**src/rtl/trap_wmask_pkg.sv**
```systemverilog
package trap_wmask_pkg;

  localparam int DW     = 64;
  localparam int LVL_W  = 2;
  localparam int NF     = 7;
  localparam int FW_MAX = 2;

  // Protect-bit position (also field base) and field width
  localparam int FPOS [NF] = '{31, 30, 29, 28, 24, 20, 16};
  localparam int FWID [NF] = '{1, 1, 1, 1, 2, 2, 2};

  typedef enum logic [1:0] {
    RSP_OK    = 2'b00,
    RSP_UNDEF = 2'b01
  } rsp_code_e;

  localparam logic [LVL_W-1:0] LVL_USER = 2'd0;
  localparam logic [LVL_W-1:0] LVL_KERN = 2'd1;
  localparam logic [LVL_W-1:0] LVL_HYP  = 2'd2;
  localparam logic [LVL_W-1:0] LVL_MON  = 2'd3;

  function automatic logic [DW-1:0] calc_mask_legal();
    logic [DW-1:0] r;
    r = '0;
    for (int f = 0; f < NF; f++) r[FPOS[f]] = 1'b1;
    return r;
  endfunction

  function automatic logic [DW-1:0] expand_protect(input logic [DW-1:0] m);
    logic [DW-1:0] r;
    r = '0;
    for (int f = 0; f < NF; f++)
      for (int b = 0; b < FW_MAX; b++)
        if (b < FWID[f] && m[FPOS[f]]) r[FPOS[f]+b] = 1'b1;
    return r;
  endfunction

  localparam logic [DW-1:0] MASK_LEGAL = calc_mask_legal();
  localparam logic [DW-1:0] CTRL_LEGAL = expand_protect(MASK_LEGAL);

endpackage

```
**src/rtl/wm_access_decode.sv**
```systemverilog
module wm_access_decode
  import trap_wmask_pkg::*;
#(
  parameter int W  = DW,
  parameter int LW = LVL_W
) (
  input  logic          req_valid,
  input  logic          req_write,
  input  logic          req_sel,
  input  logic [LW-1:0] req_level,
  input  logic          hyp_en,
  input  logic [W-1:0]  mask_q,
  output logic [W-1:0]  eff_mask,
  output logic          undef,
  output logic          ctrl_we,
  output logic          mask_we
);

  logic mask_locked;

  always_comb begin
    eff_mask    = hyp_en ? mask_q : '0;
    mask_locked = (eff_mask != '0);
    undef       = 1'b0;
    if (req_level == LVL_USER) begin
      undef = 1'b1;
    end else if (req_sel) begin
      if (req_level == LVL_KERN)
        undef = 1'b1;
      else if (req_level == LVL_HYP && req_write && mask_locked)
        undef = 1'b1;
    end
    ctrl_we = req_valid && req_write && !req_sel && !undef;
    mask_we = req_valid && req_write &&  req_sel && !undef;
  end

endmodule

```
**src/rtl/wm_mask_reg.sv**
```systemverilog
module wm_mask_reg
  import trap_wmask_pkg::*;
#(
  parameter int W = DW,
  parameter logic [W-1:0] LEGAL = MASK_LEGAL
) (
  input  logic         clk,
  input  logic         rst,
  input  logic         we,
  input  logic [W-1:0] wdata,
  output logic [W-1:0] mask_q
);

  always_ff @(posedge clk) begin
    if (rst)     mask_q <= '0;
    else if (we) mask_q <= wdata & LEGAL;
  end

endmodule

```
**src/rtl/wm_ctrl_reg.sv**
```systemverilog
module wm_ctrl_reg
  import trap_wmask_pkg::*;
#(
  parameter int W = DW
) (
  input  logic         clk,
  input  logic         rst,
  input  logic         we,
  input  logic [W-1:0] wdata,
  input  logic [W-1:0] eff_mask,
  output logic [W-1:0] ctrl_q
);

  localparam logic [W-1:0] LEGAL = CTRL_LEGAL;

  // One register slice per field, gated by its own protect bit
  for (genvar f = 0; f < NF; f++) begin : g_field
    localparam int P  = FPOS[f];
    localparam int FW = FWID[f];
    logic [FW-1:0] q;
    always_ff @(posedge clk) begin
      if (rst)                     q <= '0;
      else if (we && !eff_mask[P]) q <= wdata[P +: FW];
    end
    assign ctrl_q[P +: FW] = q;
  end

  // Reserved bits tie to zero
  for (genvar b = 0; b < W; b++) begin : g_resv
    if (!LEGAL[b]) begin : g_zero
      assign ctrl_q[b] = 1'b0;
    end
  end

endmodule

```
**src/rtl/trap_wmask_regs.sv**
```systemverilog
module trap_wmask_regs
  import trap_wmask_pkg::*;
#(
  parameter int W  = DW,
  parameter int LW = LVL_W
) (
  input  logic          clk,
  input  logic          rst,
  input  logic          req_valid,
  input  logic          req_write,
  input  logic          req_sel,
  input  logic [LW-1:0] req_level,
  input  logic [W-1:0]  req_wdata,
  input  logic          hyp_en,
  output logic          rsp_valid,
  output logic [1:0]    rsp_code,
  output logic [W-1:0]  rsp_rdata
);

  logic [W-1:0] mask_q, ctrl_q, eff_mask;
  logic         undef, ctrl_we, mask_we;

  wm_access_decode #(.W(W), .LW(LW)) u_dec (
    .req_valid(req_valid), .req_write(req_write), .req_sel(req_sel),
    .req_level(req_level), .hyp_en(hyp_en), .mask_q(mask_q),
    .eff_mask(eff_mask), .undef(undef), .ctrl_we(ctrl_we), .mask_we(mask_we)
  );

  wm_mask_reg #(.W(W)) u_mask (
    .clk(clk), .rst(rst), .we(mask_we), .wdata(req_wdata), .mask_q(mask_q)
  );

  wm_ctrl_reg #(.W(W)) u_ctrl (
    .clk(clk), .rst(rst), .we(ctrl_we), .wdata(req_wdata),
    .eff_mask(eff_mask), .ctrl_q(ctrl_q)
  );

  // Registered response
  always_ff @(posedge clk) begin
    if (rst) begin
      rsp_valid <= 1'b0;
      rsp_code  <= RSP_OK;
      rsp_rdata <= '0;
    end else begin
      rsp_valid <= req_valid;
      rsp_code  <= (req_valid && undef) ? RSP_UNDEF : RSP_OK;
      if (req_valid && !req_write && !undef)
        rsp_rdata <= req_sel ? mask_q : ctrl_q;
      else
        rsp_rdata <= '0;
    end
  end

endmodule

```
**config.mk**
```make
export PLATFORM = sky130hd
export DESIGN_NAME = trap_wmask_regs
export DESIGN_NICKNAME = d
export VERILOG_FILES = /design/src/rtl/trap_wmask_pkg.sv /design/src/rtl/wm_access_decode.sv /design/src/rtl/wm_mask_reg.sv /design/src/rtl/wm_ctrl_reg.sv /design/src/rtl/trap_wmask_regs.sv
export SDC_FILE = /design/constraint.sdc
export NUM_CORES = 1
export LEC_CHECK = 0
export ABC_CLOCK_PERIOD_IN_PS = 3500
export CAP_MARGIN = 20
export CORE_UTILIZATION = 34
export DETAILED_ROUTE_END_ITERATION = 16
export PLACE_DENSITY_LB_ADDON = 0.15
export SLEW_MARGIN = 20
export SYNTH_ARGS = -nofsm -noshare
export SYNTH_HDL_FRONTEND = slang
export SYNTH_SLANG_ARGS = --single-unit
```
**constraint.sdc**
```tcl
create_clock -name clk -period 3.5 [get_ports clk]
set_input_delay 0.525 -clock clk [delete_from_list [all_inputs] [get_ports clk]]
set_output_delay 0.525 -clock clk [all_outputs]
set_load 0.05 [all_outputs]
```
==> results.cfg, run 1 <==
[pwr]
ir_worst_vdd_mv = 0.133
powerDensity_nw_per_um2 = 449
leakage_nw = 0.747

[setup_path]
cp.depth = 5
r2r-end = u_mask.mask_q[16]
r2r_setup_slack_ns = 1.97
critPathLaunchType = primary input
cp-end-kind = register
reg2regPathDepth = 4
cp_max_fo = 10
path_buf_inv = 2
critical-path-max-stage-delay_ns = 0.62
crit-reg2reg-launch = u_mask.mask_q[16]
critPathRequiredTime_ns = 3.69
slowest_stage = clkdlybuf4s50_1
path_cells = clkdlybuf4s50_1 -> inv_1 -> a21oi_1 -> or3_1 -> nor3b_1
arrival_ns = 2.11
critPathKind = primary input to register
cp_top_family = simple AND/OR/NAND/NOR gates

[logic_synthesis]
synth-seq-cells = 29
yosys.area.top_type = dfxtp_1
yosysWarningCount = 0
synth_top_area_share_pct = 36.1
netlist_top_cells_area = dfxtp_1 36%, buf_4 26%, mux2i_1 15%
syn_avg_cell_area_sq_um = 9.41
yosysSeqAreaShare_pct = 36.1
synthTopCellsByCount = 55 x buf_4, 29 x dfxtp_1, 24 x mux2i_1
async_flop_share_pct = 0
netlist_area_sq_um = 1610
synth-main-ff-cell = dfxtp_1
yosysUniqueCellTypes = 21
synth_most_common_cell = buf_4
synth_edf_count = 0
syn_inst = 171

[route]
wl_per_cell_um = 10.8
drt_iter0_markers = 40
via_per_inst = 4.07
wl_um = 2750
antenna_left = 0
first_pass_iters = 6
via_count = 1034
drc_errors = 0

[finish]
antenna_cells = 0
fin_util_pct = 41.1
drive_gt1_share_pct = 6.93
nets = 274
seqCellArea_sq_um = 581
area_growth_pct = 13.6
multi_input_area_sq_um = 783
nFillCells = 452

[job]
cap_violations = 0

[clocking]
cts-buffers-inserted = 5
cts-root-buf = clkbuf_8
clkSlewWorstSetupHoldPaths_ns = 0.06
insertion_delay_ns = 0.27
cts_max_path_buffers = 2
postCtsSetupBuffers = 0
holdBufCountCts = 0
cts_tree = built
numClockSinks = 29
post_cts_resized = 0
h-tree-depth = 2

[floorplan]
rows = 24
die_h_um = 70.8
die_area_sq_um = 5010
io_pins = 139
fp.dieW_um = 70.8
core_sq_um = 4440
start_util_pct = 36.2

[sta]
period_share_pct = 54.8
hold_viol_final = 0
finalSetupViolCount = 0
tightest_slew_ns = 0.496
fmax_mhz = 521
fin_setup_tns_ns = 0
finalClockSkew_ns = 0.00136
fin_ws_ns = 1.58
timing.hold.ws_ns = 0.477
rsz0062_at_grt = false
drv_slew = 0
relSlewSlack_pct = 66.8
period_minus_slack_ns = 1.92

[placed_design]
gp_congestion = 0.714
port_buffers = 29
pre_cts_slack_ns = 1.28
hpwl_um = 1960

[hold_path]
hold_path.class = register to register
holdPathStages = 1
hold_start = u_ctrl.g_field[5].q[1]
min_to = rsp_rdata[21]

[global_route]
grt_pass1_vias = 875
grt_start_max_net_pins = 26
grt_pass1_wl_um = 4290
antenna_found_initial = 0
grt.overflow.total = 0
track_usage_pct = 11.4

[outcome]
run_status = complete, no violations
[state kept, by name (all words and copies together), names as in the netlist]
name,count
u_ctrl.g_field.q,10
rsp_rdata,10
rsp_valid,1
u_mask.mask_q,7
rsp_code,1
[logic make-up (layout without fill, tap and decap cells)]
family,after synthesis,count (layout),share of synthesized area [%]
buffers and inverters,63,40,27.8
and+or+nand+nor,43,43,14.9
DFF,29,29,36.1
muxes,24,24,14.9
AOI/OAI and AO/OA,11,11,6.07
other,1,55,0.233
[how the worst max path moves through the flow]
stage | startpoint | endpoint | slack [ns]
2_1_floorplan | hyp_en | u_mask.mask_q[16] | 2.10
3_3_place_gp | req_sel | rsp_rdata[25] | 1.27
3_5_place_dp | req_sel | rsp_rdata[17] | 1.28
4_1_cts | req_sel | rsp_rdata[25] | 1.56
5_1_grt | req_sel | rsp_rdata[21] | 1.44
6_report | req_sel | rsp_rdata[25] | 1.58
[power breakdown]
| part | internal, mW | total (mW) | switching (mW) | leakage [nW] |
|---|---|---|---|---|
| logic | 0.0390 | 0.205 | 0.166 | 0.468 |
| clock network | 0.156 | 0.275 | 0.119 | 0.0443 |
| registers | 0.338 | 0.342 | 0.00475 | 0.235 |
| total | 0.532 | 0.822 | 0.290 | 0.747 |
[worst register-to-register path: cells and delay by family, from the launching register on]
kind            cells  cell delay [ns]
compound gates      1             0.21
mux                 1             0.23
simple gates        2             0.68
flops               1             0.35
[cell type report]
| type | instances | area share, % |
|---|---|---|
| inverter | 2 | 0.411 |
| sequential | 29 | 31.8 |
| clock buffer | 7 | 4.72 |
| timing repair buffer | 31 | 16.7 |
| tap | 52 | 3.56 |
| multi-input combinational | 133 | 42.8 |
[through the flow]
step,instances,power [mW],cell area (sq um)
2_1_floorplan,225,0.567,1810
3_3_place_gp,247,0.552,1740
3_5_place_dp,247,0.553,1740
4_1_cts,254,0.833,1830
5_1_grt,254,0.859,1830
6_report,254,0.822,1830
[per-layer routing]
layer | share of wire [%] | vias to the layer above | track usage [%]
met3 | 7.7 | 6 | 5.41
met4 | 1.6 | 0 | 5.33
met5 | 0 | - | 0
met1 | 42 | 464 | 13.0
met2 | 49 | 53 | 18.1
li1 | - | 511 | -
[cells in the final DEF (no fill, tap or decap), drive strengths merged, types with 2 or more instances in the layout]
master and instances:
conb 55, a211oi 7, a21oi 2, nand2b 15
inv 2, dfxtp 29, clkbuf 7, buf 2
nor3b 3, clkdlybuf4s50 29, nor2 20, mux2i 24
Power figures use the tool's default switching activity.
==> run 2: changes to the inputs <==
Settings changed: ABC_CLOCK_PERIOD_IN_PS 3500 to 2000, CORE_UTILIZATION 34 to 32.
Clock period 3.5 ns to 2 ns, I/O delays scaled along.
==> results.cfg, run 2 (synthesized netlist as in run 1, its figures left out) <==
[finish]
final_common_cell = conb_1
nets = 275
drive_gt1_share_pct = 8.33
area_growth_pct = 17.0
nFillCells = 511
final_cell_mix = 55 x conb_1, 29 x clkdlybuf4s50_1, 29 x dfxtp_1, 24 x mux2i_1, 19 x nor2_1
stdcell_area_sq_um = 1880
antenna_cells = 0
largestRegisters = rsp_rdata x10, u_ctrl.g_field.q x10, u_mask.mask_q x7

[setup_path]
path_cells = clkdlybuf4s50_1
reg2regPathDepth = 4
r2r_setup_slack_ns = 0.52
cp_max_fo = 1
critPathKind = register to output pin
arrival_ns = 1.39
cp_top_family = buffers and inverters
cp-end-kind = output pin
critPathRequiredTime_ns = 1.70
critPathLaunchType = register
critical-path-max-stage-delay_ns = 0.80
path_buf_inv = 1
slowest_stage = clkdlybuf4s50_1
cp.depth = 1

[clocking]
cts-root-buf = clkbuf_8
cts-buffers-inserted = 5
holdBufCountCts = 0
cts_tree = built
cts_max_path_buffers = 2
h-tree-depth = 2
insertion_delay_ns = 0.28
postCtsSetupBuffers = 0
numClockSinks = 29
post_cts_resized = 0
clkSlewWorstSetupHoldPaths_ns = 0.06

[route]
wl_per_cell_um = 10.5
drc_errors = 0
antenna_left = 0
via_per_inst = 3.83
wl_um = 2840
drt_iter0_markers = 70
first_pass_iters = 4
via_count = 1038

[floorplan]
core_sq_um = 4790
io_pins = 139
die_area_sq_um = 5320
start_util_pct = 33.6
fp.dieW_um = 72.9
die_h_um = 72.9
rows = 25

[placed_design]
port_buffers = 29
hpwl_um = 2090
place_area_sq_um = 1780
gp_congestion = 0.752

[hold_path]
holdPathStages = 1
hold_path.class = register to register

[sta]
drv_slew = 0
timing.hold.ws_ns = 0.479
fmax_mhz = 591
finalClockSkew_ns = 0.00425
rsz0062_at_grt = false
period_minus_slack_ns = 1.69
finalSetupViolCount = 0
hold_viol_final = 0
tightest_slew_ns = 0.501
period_share_pct = 84.6
fin_setup_tns_ns = 0
relSlewSlack_pct = 66.5

[global_route]
grt_start_max_net_pins = 25
track_usage_pct = 11.1
antenna_found_initial = 0
grt.overflow.total = 0
grt_pass1_vias = 875
grt_pass1_wl_um = 4220

[pwr]
powerDensity_nw_per_um2 = 793
ir_worst_vdd_mv = 0.316
leakage_nw = 0.766
power_mw = 1.49

[job]
cap_violations = 0

[outcome]
run_status = complete, no violations
run 2: path summary, 6_finish.rpt:
kind                                from                end
setup / recovery             rsp_code[0]        rsp_code[0]
hold / removal    u_ctrl.g_field[6].q[1]      rsp_rdata[17]
setup reg to reg       u_mask.mask_q[16]  u_mask.mask_q[30]
hold reg to reg   u_ctrl.g_field[6].q[1]      rsp_rdata[17]
run 2: final cells by class:
| type | instances | area (sq um) | share of cell area, % |
|---|---|---|---|
| Inverter | 2 | 7.51 | 0.399 |
| Multi-Input combinational cell | 133 | 783 | 41.6 |
| Sequential cell | 29 | 581 | 30.9 |
| Clock buffer | 7 | 96.3 | 5.12 |
| Tap cell | 67 | 83.8 | 4.45 |
| Clock inverter | 1 | 5.00 | 0.266 |
| Timing Repair Buffer | 32 | 325 | 17.3 |
run 2: layer usage:
metal	global-route usage (%)	wire length (um)	share of wire, %	vias to the layer above
met5	0	0	0	-
met4	5.88	54	1.9	0
met3	4.42	187	6.6	5
met2	16.6	1360	48	48
met1	13.6	1240	44	467
li1	-	-	-	518
run 2: power by group:
part / internal (mW) / switching (mW)
registers: 0.591 / 0.00857
clock network: 0.310 / 0.221
logic: 0.0720 / 0.290
run 2: stage by stage:
stage	setup WS [ns]	utilization, %	cells
2_1_floorplan	0.759	-	225
3_3_place_gp	0.126	37.2	263
3_5_place_dp	0.0828	37.2	263
4_1_cts	0.280	39.3	271
5_1_grt	0.253	39.3	271
6_report	0.308	39.3	271
==> run 3: changes to the inputs <==
Settings changed: ABC_CLOCK_PERIOD_IN_PS 2000 to 1700.
Clock period 2 ns to 1.7 ns, I/O delays scaled along.
==> results.cfg, run 3 (synthesized netlist as in run 1, its figures left out) <==
[clocking]
cts-root-buf = clkbuf_8
insertion_delay_ns = 0.28
holdBufCountCts = 0
cts-buffers-inserted = 5
clkSlewWorstSetupHoldPaths_ns = 0.07
postCtsSetupBuffers = 0
post_cts_resized = 0
cts_tree = built
numClockSinks = 29
h-tree-depth = 2
cts_max_path_buffers = 2

[global_route]
grt_use_met1_pct = 14.8
met2_usage_pct = 18.9
grt_pass1_wl_um = 4640
grtUsageMet3_pct = 5.25
top_usage_layer = met2
grt_start_max_net_pins = 25
track_usage_pct = 12.1
grt_pass1_vias = 957
antenna_found_initial = 0
grt.overflow.total = 0

[sta]
period_minus_slack_ns = 1.64
fin_ws_ns = 0.0602
fin_setup_tns_ns = 0
hold_viol_final = 0
drv_slew = 0
period_share_pct = 96.5
fmax_mhz = 610
relSlewSlack_pct = 66.9
tightest_slew_ns = 0.496
rsz0062_at_grt = false
finalClockSkew_ns = 0.00577
finalSetupViolCount = 0

[finish]
area_growth_pct = 19.6
nFillCells = 502
final_cell_mix = 55 x conb_1, 29 x dfxtp_1, 24 x mux2i_1
antenna_cells = 0
drive_gt1_share_pct = 15.6
largestRegisters = rsp_rdata x10, u_ctrl.g_field.q x10, u_mask.mask_q x7
nets = 282
final_common_cell = conb_1
final-instance-count-excl-fill = 278

[floorplan]
fp.dieW_um = 72.9
start_util_pct = 33.6
die_h_um = 72.9
die_area_sq_um = 5320
rows = 25
core_sq_um = 4790
io_pins = 139

[route]
drt_iter0_markers = 45
via_per_inst = 3.84
antenna_left = 0
via_count = 1067
wl_um = 2960
first_pass_iters = 4
wl_per_cell_um = 10.6
drc_errors = 0

[placed_design]
hpwl_um = 2230
pre_cts_slack_ns = -0.179
port_buffers = 29
gp_congestion = 0.792
place_inst = 270

[pwr]
powerDensity_nw_per_um2 = 977
ir_worst_vdd_mv = 0.387
power_mw = 1.88
leakage_nw = 0.822

[setup_path]
critPathRequiredTime_ns = 1.44
crit-reg2reg-launch = u_mask.mask_q[16]
arrival_ns = 1.38
critPathKind = register to output pin
cp_max_fo = 1
path_cells = clkdlybuf4s50_1
cp-end-kind = output pin
critical-path-max-stage-delay_ns = 0.79
cp_top_family = buffers and inverters
startpoint = rsp_rdata[20]
critPathLaunchType = register
path_buf_inv = 1
slowest_stage = clkdlybuf4s50_1

[hold_path]
hold_start = u_ctrl.g_field[5].q[1]
hold_path.class = register to register

[job]
cap_violations = 0

[outcome]
run_status = complete, no violations
[run 3: cell types whose count changed in the layout (fill, tap and decap cells not counted)]
| cell | previous run | this run |
|---|---|---|
| buf_4 | 2 | 19 |
| bufinv_16 | 0 | 1 |
| clkbuf_1 | 0 | 1 |
| clkbuf_8 | 7 | 6 |
| clkdlybuf4s50_1 | 29 | 19 |
| clkinv_2 | 1 | 0 |
[run 3: area by class of cell]
cell class              count  area (sq um)  share of cell area, %
multi-input cells         133           783                   40.7
flip-flops and latches     29           581                   30.2
repair buffers             39           353                   18.3
clock buffers               7          86.3                   4.49
well taps                  67          83.8                   4.36
clock inverters             1          30.0                   1.56
inverters                   2          7.51                  0.390
[run 3: through the flow]
step           hold slack, ns  area [sq um]  utilization (%)
2_1_floorplan           0.387          1810                -
5_1_grt                 0.493          1920             40.2
3_5_place_dp            0.467          1810             37.8
6_report                0.477          1920             40.2
4_1_cts                 0.480          1920             40.2
3_3_place_gp            0.462          1810             37.8
[run 3: power breakdown]
group          internal [mW]  switching, mW
Clock                  0.477          0.259
Combinational         0.0926          0.346
Sequential             0.695        0.00976
Total                   1.26          0.615
[run 3: routing by layer]
layer | routed length (um) | part of all wire [%] | vias up
met5 | 0 | 0 | -
met4 | 17 | 0.57 | 0
met3 | 232 | 7.8 | 2
met2 | 1450 | 49 | 53
met1 | 1260 | 43 | 482
li1 | - | - | 530
[run 3: path summary, 6_finish.rpt]
kind / to / cells after the start / slack, ns
setup reg to reg: u_mask.mask_q[29] / 5 / 0.19
hold reg to reg: rsp_rdata[21] / 1 / 0.48
hold / removal: rsp_rdata[21] / 1 / 0.48
setup / recovery: rsp_rdata[20] / 1 / 0.06
